[src/rtl/wp_pkg.sv]
package wp_pkg;
  localparam int SEL_W = 3;

  typedef enum logic [SEL_W-1:0] {
    PS_NONE = 3'd0,
    PS_PG1  = 3'd1,
    PS_PG2  = 3'd2,
    PS_PG4  = 3'd3,
    PS_PG8  = 3'd4,
    PS_QTR  = 3'd5,
    PS_HALF = 3'd6,
    PS_ALL  = 3'd7
  } prot_sel_e;

  localparam int PAGE_CODES = 4;
endpackage

[src/rtl/wp_region_decode.sv]
module wp_region_decode
  import wp_pkg::*;
#(
  parameter int ADDR_W     = 15,
  parameter int PAGE_BYTES = 64
) (
  input  logic [ADDR_W-1:0] addr,
  input  logic [SEL_W-1:0]  sel,
  output logic              hit
);
  localparam int PAGE_W = $clog2(PAGE_BYTES);

  logic [PAGE_CODES:1] page_hit;

  genvar k;
  generate
    for (k = 1; k <= PAGE_CODES; k++) begin : g_page
      localparam int SHIFT = PAGE_W + k - 1;
      logic [ADDR_W-1:0] upper;
      assign upper       = addr >> SHIFT;
      assign page_hit[k] = (upper == '0);
    end
  endgenerate

  always_comb begin
    hit = 1'b0;
    unique case (prot_sel_e'(sel))
      PS_NONE: hit = 1'b0;
      PS_PG1:  hit = page_hit[1];
      PS_PG2:  hit = page_hit[2];
      PS_PG4:  hit = page_hit[3];
      PS_PG8:  hit = page_hit[4];
      PS_QTR:  hit = (addr[ADDR_W-1:ADDR_W-2] == 2'b11);
      PS_HALF: hit = addr[ADDR_W-1];
      PS_ALL:  hit = 1'b1;
      default: hit = 1'b1;
    endcase
  end
endmodule

[src/rtl/wp_enable_latch.sv]
module wp_enable_latch (
  input  logic clk,
  input  logic rst,
  input  logic set_i,
  input  logic clear_i,
  input  logic consume_i,
  output logic wel_o
);
  always_ff @(posedge clk) begin
    if (rst)                      wel_o <= 1'b0;
    else if (consume_i || clear_i) wel_o <= 1'b0;
    else if (set_i)               wel_o <= 1'b1;
  end
endmodule

[src/rtl/wp_select_reg.sv]
module wp_select_reg
  import wp_pkg::*;
#(
  parameter logic [SEL_W-1:0] RESET_SEL = '0
) (
  input  logic             clk,
  input  logic             rst,
  input  logic             load_i,
  input  logic [SEL_W-1:0] data_i,
  output logic [SEL_W-1:0] sel_o
);
  always_ff @(posedge clk) begin
    if (rst)         sel_o <= RESET_SEL;
    else if (load_i) sel_o <= data_i;
  end
endmodule

[src/rtl/wp_guard.sv]
module wp_guard
  import wp_pkg::*;
#(
  parameter int                ADDR_W     = 15,
  parameter int                PAGE_BYTES = 64,
  parameter logic [SEL_W-1:0]  RESET_SEL  = '0
) (
  input  logic              clk,
  input  logic              rst,
  input  logic              hw_lock,
  input  logic              wel_set,
  input  logic              wel_clear,
  input  logic              arr_req,
  input  logic [ADDR_W-1:0] arr_addr,
  input  logic              stat_req,
  input  logic [SEL_W-1:0]  stat_sel,
  output logic              arr_strobe,
  output logic [ADDR_W-1:0] arr_addr_q,
  output logic              stat_strobe,
  output logic              wel_q,
  output logic [SEL_W-1:0]  sel_q
);
  logic region_hit;
  logic stat_ok;
  logic arr_ok;

  wp_region_decode #(.ADDR_W(ADDR_W), .PAGE_BYTES(PAGE_BYTES)) u_decode (
    .addr (arr_addr),
    .sel  (sel_q),
    .hit  (region_hit)
  );

  assign stat_ok = stat_req && wel_q && !hw_lock;
  assign arr_ok  = arr_req && !stat_req && wel_q && !region_hit;

  wp_enable_latch u_latch (
    .clk       (clk),
    .rst       (rst),
    .set_i     (wel_set),
    .clear_i   (wel_clear),
    .consume_i (stat_ok || arr_ok),
    .wel_o     (wel_q)
  );

  wp_select_reg #(.RESET_SEL(RESET_SEL)) u_sel (
    .clk    (clk),
    .rst    (rst),
    .load_i (stat_ok),
    .data_i (stat_sel),
    .sel_o  (sel_q)
  );

  always_ff @(posedge clk) begin
    if (rst) begin
      arr_strobe  <= 1'b0;
      stat_strobe <= 1'b0;
      arr_addr_q  <= '0;
    end else begin
      arr_strobe  <= arr_ok;
      stat_strobe <= stat_ok;
      if (arr_ok) arr_addr_q <= arr_addr;
    end
  end
endmodule

[config.mk]
export PLATFORM = sky130hd
export DESIGN_NAME = wp_guard
export DESIGN_NICKNAME = d
export VERILOG_FILES = /design/src/rtl/wp_pkg.sv /design/src/rtl/wp_region_decode.sv /design/src/rtl/wp_enable_latch.sv /design/src/rtl/wp_select_reg.sv /design/src/rtl/wp_guard.sv
export SDC_FILE = /design/constraint.sdc
export NUM_CORES = 1
export LEC_CHECK = 0
export ABC_AREA = 1
export BUFFER_PORTS_ARGS = -buffer_cell sky130_fd_sc_hd__buf_4
export CAP_MARGIN = 20
export CORE_MARGIN = 5
export CORE_UTILIZATION = 50
export DETAILED_ROUTE_END_ITERATION = 10
export PLACE_DENSITY = 0.88
export SYNTH_ARGS = -nofsm -noshare
export SYNTH_HDL_FRONTEND = slang
export SYNTH_SLANG_ARGS = --single-unit
[constraint.sdc]
create_clock -name clk -period 3.9 [get_ports clk]
set_input_delay 1.17 -clock clk [delete_from_list [all_inputs] [get_ports clk]]
set_output_delay 1.17 -clock clk [all_outputs]
set_load 0.03 [all_outputs]
==> flow_summary.yaml <==
sta:
  relSlewSlack_pct: 55.1
  finalSetupViolations: 0
  tightest_slew_ps: 671
  holdWs_ps: 496
  min_period_over_period_pct: 57.8
  fin_tns_setup_ps: 0
  fmax_mhz: 443
  grt_setup_unrepaired: "false"
  period_needed_ps: 2260
  report.final.slew_viol_count: 0
  fin_skew_ps: 2.01
  hold_violations: 0
clocking:
  cts_buffers: 3
  root_buffer: "clkbuf_4"
  path_clk_slew_ps: 120
  cts_tree: "yes"
  ctsResizeCount: 0
  post_cts_buffers: 0
  hold_buffers: 0
  clk_latency_ps: 310
  cts_max_path_buffers: 2
  cts_sinks: 21
  h-tree-depth: 1
placed_design:
  dp.final_hpwl_um: 1910
  port_buffers: 45
  gp_congestion: 0.830
cells_and_area:
  n_antenna_cell: 0
  final_net_count: 217
  layout_commonest_cell: "buf_4"
  fillers: 177
  multi_input_comb_area_um2: 503
  area_growth_pct: 32.0
  layout_common_cells: "46 x buf_4, 28 x nor2_1, 26 x nand2_1"
  drive_gt1_share_pct: 35.1
  final-seq-area_um2: 420
floorplan:
  die_h_um: 56.1
  die_width_um: 56.1
  core_mm2: 0.00200
  rows: 16
  io_pins: 46
  dieArea_mm2: 0.00315
  initial_core_util_pct: 53.2
critical_path:
  critPathLaunch: "arr_addr[7]"
  required_ps: 4110
  crit_fanout: 32
  path_class: "primary input to register"
  arrival_ps: 2470
  rr_worst_depth: 7
  worstSetupEndpointType: "register"
  r2r-start: "u_sel.sel_o[2]$_SDFFE_PP0P_"
  endpoint: "arr_addr_q[4]$_SDFFE_PP0P_"
  r2r_end: "arr_addr_q[14]$_SDFFE_PP0P_"
  rrSetupSlack_ps: 2230
  worst_setup_path_start_kind: "primary input"
synth:
  ys_warn_count: 0
  seq_area_frac_synth_pct: 39.5
  synth-seq-cells: 21
  synth.avg_cell_area_um2: 7.15
  synth_cell_types: 19
  synth_nets: 174
  netlist_area_mm2: 0.00106
  synthCells: 149
detailed_routing:
  routedWlPerCell_um: 11.5
  dr.pass1.iters: 4
  drtIter0Drc: 9
  drc_errors: 0
  finalWirelength_um: 2510
  ant_nets: 0
  avgViaCountPerCell: 4.89
  dr_total_vias: 1066
min_path:
  hold_path_class: "register to register"
  min-delay-start: "arr_addr_q[1]$_SDFFE_PP0P_"
  min_path_cells: 2
grt:
  grtUsageTotal_pct: 16.5
  grt_start_max_net_pins: 33
  grt_pass1_wl_um: 4320
  grt_antenna_before_repair: 0
  grt_pass1_vias: 1063
  grt_overflow: 0
outcome:
  status: "finished, final reports clean"
power:
  leakage_nw: 0.685
  ir_worst_vdd_mv: 0.192
  power_density_mw_per_mm2: 284
run:
  maxCapViolCount: 0
## sequential cells by signal, summed over array words and instances (netlist names)
signal         count
u_sel.sel_o        3
arr_strobe         1
arr_addr_q        15
u_latch.wel_o      1
stat_strobe        1
## synth_stat cells, drive strengths merged
cell type | n | area [µm²]
nor2 | 29 | 111
nand2 | 27 | 104
dfxtp | 21 | 420
a21oi | 20 | 104
inv | 19 | 71.3
nand3 | 17 | 145
buf | 7 | 62.6
o21ai | 5 | 25.0
and3b | 1 | 8.76
clkbuf | 1 | 3.75
clkinv | 1 | 3.75
nor3 | 1 | 5.00
## worst max-delay path: stages
cell     delay (ps)
buf_4           120
o21ai_0         210
nor2_1           90
nor2_2          120
nand2_2         400
a21oi_1         290
nor2_1           60
## power breakdown
part	internal [W]	total [W]	switching, W
Combinational	0.0000324	0.0000692	0.0000368
Clock	0.0000383	0.000106	0.0000679
Sequential	0.000220	0.000223	0.00000351
## worst min-delay path by stage
stage / end / slack, ps
after floorplan: u_sel.sel_o[1]$_SDFFE_PP0P_ / 620
final: arr_addr_q[1]$_SDFFE_PP0P_ / 500
after global placement: arr_addr_q[5]$_SDFFE_PP0P_ / 470
after CTS: arr_addr_q[1]$_SDFFE_PP0P_ / 500
after detailed placement: arr_addr_q[1]$_SDFFE_PP0P_ / 470
after global routing: arr_addr_q[13]$_SDFFE_PP0P_ / 530
## cell families after synthesis
group           count (synthesis)  synth area share [%]
compound gates                 25                  12.1
buf+inv                        28                  13.3
flops                          21                  39.5
simple gates                   75                  35.1
## through the flow
stage	utilization (%)	setup WS [ps]	cells	cell area, µm²	power [W]
2_1_floorplan	-	1850	149	1060	0.000265
3_5_place_dp	68.8	1330	214	1380	0.000298
6_report	70.2	1640	218	1410	0.000399
3_3_place_gp	68.8	1410	214	1380	0.000296
4_1_cts	70.2	1670	218	1410	0.000402
5_1_grt	70.2	1480	218	1410	0.000417
## per-layer routing
layer / GRT usage [%] / routed length (µm) / share of wire, %
met5: 0 / 0 / 0
met3: 3.71 / 159 / 6.3
met4: 5.76 / 23 / 0.92
met2: 29.4 / 1250 / 50
met1: 19.1 / 1080 / 43
## final cells by class
cell class	count	area share [%]
Sequential cell	21	29.9
Multi-Input combinational cell	100	35.8
Inverter	20	5.34
Timing Repair Buffer	46	24.6
Tap cell	27	2.40
Clock inverter	1	0.356
Clock buffer	3	1.60
(Power assumes the default switching activity.)
